## config.mk

```make
export PLATFORM = sky130hd
export DESIGN_NAME = qdr_wr_path
export DESIGN_NICKNAME = d
export VERILOG_FILES = /design/src/rtl/qdr_pkg.sv /design/src/rtl/qdr_wr_path.sv
export SDC_FILE = /design/constraint.sdc
export NUM_CORES = 1
export LEC_CHECK = 0
export BUFFER_PORTS_ARGS = -buffer_cell sky130_fd_sc_hd__buf_2
export CAP_MARGIN = 25
export CORE_MARGIN = 2
export CORE_UTILIZATION = 26
export CTS_CLUSTER_SIZE = 30
export DETAILED_ROUTE_END_ITERATION = 8
export PLACE_DENSITY = 0.56
export SLEW_MARGIN = 20
export SYNTH_ARGS = -nofsm -noshare
export SYNTH_HDL_FRONTEND = slang
export SYNTH_SLANG_ARGS = --single-unit
export TNS_END_PERCENT = 5
```

## constraint.sdc

```tcl
create_clock -name clk -period 1.4 [get_ports clk]
set_input_delay 0.28 -clock clk [delete_from_list [all_inputs] [get_ports clk]]
set_output_delay 0.28 -clock clk [all_outputs]
set_load 0.01 [all_outputs]
```

## src/rtl/qdr_pkg.sv

```systemverilog
package qdr_pkg;
  localparam int BEATS = 4;
  localparam int PTR_W = $clog2(BEATS);

  // command slot of one port: idle, first data cycle, second data cycle
  typedef enum logic [1:0] {
    SLOT_IDLE = 2'd0,
    SLOT_P1   = 2'd1,
    SLOT_P2   = 2'd2
  } slot_e;
endpackage

```

## src/rtl/qdr_wr_path.sv

```systemverilog
module qdr_wr_path
  import qdr_pkg::*;
#(
  parameter int ADDR_W = 6,
  parameter int LANE_W = 9,
  parameter int LANES  = 4
) (
  input  logic                                clk,
  input  logic                                rst_n,
  input  logic                                accept,
  input  slot_e                               ph,
  input  logic [ADDR_W-1:0]                   addr_fall,
  input  logic [LANE_W*LANES-1:0]             wdata_rise,
  input  logic [LANE_W*LANES-1:0]             wdata_fall,
  input  logic [LANES-1:0]                    ben_rise_n,
  input  logic [LANES-1:0]                    ben_fall_n,
  output logic                                commit,
  output logic [ADDR_W-PTR_W-1:0]             row,
  output logic [BEATS-1:0][LANE_W*LANES-1:0]  words,
  output logic [BEATS-1:0][LANES-1:0]         lanes
);
  localparam int DATA_W = LANE_W * LANES;

  logic [PTR_W-1:0]  start_q;
  logic [DATA_W-1:0] b0_q, b1_q;
  logic [LANES-1:0]  e0_q, e1_q;
  logic [BEATS-1:0][DATA_W-1:0] beat;
  logic [BEATS-1:0][LANES-1:0]  bmask;

  always_ff @(posedge clk) begin
    if (!rst_n) begin
      row     <= '0;
      start_q <= '0;
      b0_q    <= '0;
      b1_q    <= '0;
      e0_q    <= '0;
      e1_q    <= '0;
    end else begin
      if (accept) begin
        row     <= addr_fall[ADDR_W-1:PTR_W];
        start_q <= addr_fall[PTR_W-1:0];
      end
      if (ph == SLOT_P1) begin            // beats 0 and 1
        b0_q <= wdata_rise;
        b1_q <= wdata_fall;
        e0_q <= ~ben_rise_n;              // active-low lane enables
        e1_q <= ~ben_fall_n;
      end
    end
  end

  assign commit = (ph == SLOT_P2);
  assign beat   = {wdata_fall, wdata_rise, b1_q, b0_q};
  assign bmask  = {~ben_fall_n, ~ben_rise_n, e1_q, e0_q};

  // place beat k at word (start + k) mod 4
  always_comb begin
    words = '0;
    lanes = '0;
    for (int k = 0; k < BEATS; k++) begin
      words[start_q + PTR_W'(k)] = beat[k];
      lanes[start_q + PTR_W'(k)] = bmask[k];
    end
  end
endmodule

```

==> results_dict.tcl <==
set metrics [dict create \
    layout_common_cells "buf_2, nand2_1, mux4_2" \
    synth_nets 682 \
    cp.arrival_ns 1.79 \
    crit_path_start "start_q[1]" \
    synth_area_um2 7050 \
    dieWidth_um 169 \
    numCtsBuffers 9 \
    place_hpwl_um 14700 \
    drv_cap 0 \
    crit_chain "buf_16 > mux4_2 > buf_2" \
    grt_pass1_wl_um 31800 \
    crit_cells 3 \
    final-setup-viol-count 160 \
    grt_overflow 0 \
    grt_start_max_net_pins 44 \
    clock.fmax_mhz 483 \
    io_pins 256 \
    place_inst 1164 \
    reg2reg_slack_ns 0.33 \
    drc 0 \
    hold_viol 0 \
    outcome "finished with violations" \
    track_usage 0.139 \
    drtIter0Drc 231 \
    hp-class "primary input to register" \
    clock_skew_ns 0 \
    avgSynthCellArea_um2 11.9 \
    fin_cells 1181 \
    ant_nets 0 \
    design_area_um2 9500 \
    timing.rr.end "start_q[1]" \
    clockBufferDepth 2 \
    path_buf_inv 2 \
    gp_congestion 0.746 \
    worstSetupEndpoint "words[116]" \
    tightest_slew_ns 0.287 \
    powerDensity_nw_per_um2 839 \
    rsz0062_at_grt "true" \
    core-area_um2 26800 \
    dieHeight_um 169 \
    synth-seq-cells 86 \
    yosysUniqueCellTypes 20 \
    grt_pass1_vias 5823 \
    crit_path_start_kind "register" \
    holdBufCountCts 0 \
    final.setup.tns_ns -94.68 \
    dpl_cell_area_um2 8850 \
    layout.nets 925 \
    totalWireLength_um 20100 \
    postCtsSetupBuffers 0 \
    num_rows 60 \
    report.final.slew_viol_count 0 \
    slowest_delay_ns 0.55 \
    cts_tree "done" \
    area_delta_synth_final_pct 34.8 \
    period_needed_ns 2.07 \
    drive_gt1_frac 0.558 \
    start_util 0.263 \
    vias 6039 \
    synth-warning-count 0 \
    insertion_delay_ns 0.35 \
    cts.sinks 86 \
    first_pass_iters 4 \
    critPathTopFamily "multiplexers" \
    ys_seq_area_frac 0.244 \
    die-area_um2 28400 \
    violations "setup timing" \
    cts_root_buf "clkbuf_16" \
    crit_slowest_cell "mux4_2" \
    vdd.ir_drop.worst_v 0.000367 \
    cp_data_required_time_ns 1.12 \
    synthCells 591 \
    regToRegStartpoint "start_q[1]" \
    io_buffers 255 \
    critPathKind "register to output pin" \
    holdCritStartpoint "addr_fall[5]" \
    final_common_cell "buf_2" \
    leakage_nw 3.76 \
    cp_max_fo 40 \
    finalCritPeriodShare 1.48 \
    reg2regPathDepth 3 \
    relSlewSlack 0.808 \
    routed_via_density 5.11 \
    setup_slack_ns -0.671 \
    endpoint_kind "output pin" \
    post_drt_wl_per_cell_um 17.0 \
    htreeDepth 3 \
    clk_pin_slew_worst_paths_ns 0.07 \
    antenna_found_initial 2 \
]
-- cell families (layout without fill, tap and decap cells) --
| kind of cell | Yosys count | count (layout) | share of synthesized area |
|---|---|---|---|
| multiplexers | 167 | 167 | 0.497 |
| flip-flops | 86 | 86 | 0.244 |
| AND/OR/NAND/NOR | 174 | 174 | 0.0985 |
| buffers and inverters | 71 | 319 | 0.0630 |
| other | 0 | 1 | 0 |
| AO/OA/AOI/OAI | 93 | 93 | 0.0973 |
-- worst reg2reg max path: stages (launching register included) --
cell	delay, ns
dfxtp_4	0.43
buf_12	0.26
mux2i_1	0.15
nor2b_1	0.15
-- Yosys cell counts, drive strengths merged --
master,count,area share
mux2i,18,0.026
a21boi,72,0.077
o21ai,10,0.0071
and2,3,0.0027
nor3,3,0.0021
inv,5,0.0027
buf,53,0.053
mux2,3,0.0048
nor2b,11,0.0098
nand2,156,0.083
a21oi,3,0.0021
nand2b,1,0.00089
mux4,146,0.47
clkbuf,13,0.0069
o211a,8,0.011
dfxtp,86,0.24
-- through the flow --
stage / hold slack (ns) / total power, mW / setup slack [ns] / util
finish: 0.189 / 7.97 / -0.671 / 0.354
floorplan: 0.425 / 4.31 / -0.110 / -
global placement: 0.487 / 5.26 / -0.293 / 0.330
CTS: 0.173 / 8.03 / -0.720 / 0.347
detailed placement: 0.498 / 5.28 / -0.332 / 0.330
global route: 0.188 / 8.45 / -0.769 / 0.354
-- report_power, final --
group	total (mW)	switching, mW	internal, mW
Combinational	2.71	1.22	1.49
Clock	2.56	1.15	1.41
Sequential	2.71	0.141	2.57
-- flip-flops by register name (all words and copies together) (netlist names) --
name,cells
b0_q,36
b1_q,36
e0_q,4
e1_q,4
row,4
start_q,2
-- routing by layer --
metal / global-route usage / part of all wire
met5: 0 / 0.00065
met2: 0.234 / 0.49
met3: 0.0274 / 0.051
met1: 0.181 / 0.44
met4: 0.0420 / 0.017
-- how the worst min path moves through the flow --
stage,end,slack [ns],cells past startpoint
6_report,row[3],0.19,3
5_1_grt,b1_q[6],0.19,3
4_1_cts,row[3],0.17,3
3_5_place_dp,b1_q[19],0.50,2
3_3_place_gp,b0_q[28],0.49,2
2_1_floorplan,b1_q[23],0.42,2
-- area by class of cell --
| class | count | area [um2] |
|---|---|---|
| fillers | 2696 | 17300 |
| multi-input cells | 434 | 4900 |
| repair buffers | 298 | 2120 |
| flip-flops and latches | 86 | 1730 |
| well taps | 341 | 427 |
| clock buffers | 9 | 225 |
| clock inverters | 7 | 78.8 |
| inverters | 5 | 18.8 |
| diodes | 1 | 2.50 |
-- repair_timing --
action / 4_1_cts / 5_1_grt
setup endpoints to repair: 160 / 160
gates resized for setup: 26 / 32
hold endpoints to repair: 0 / 0
pin swaps: 0 / 0
Power figures use the tool's default switching activity.
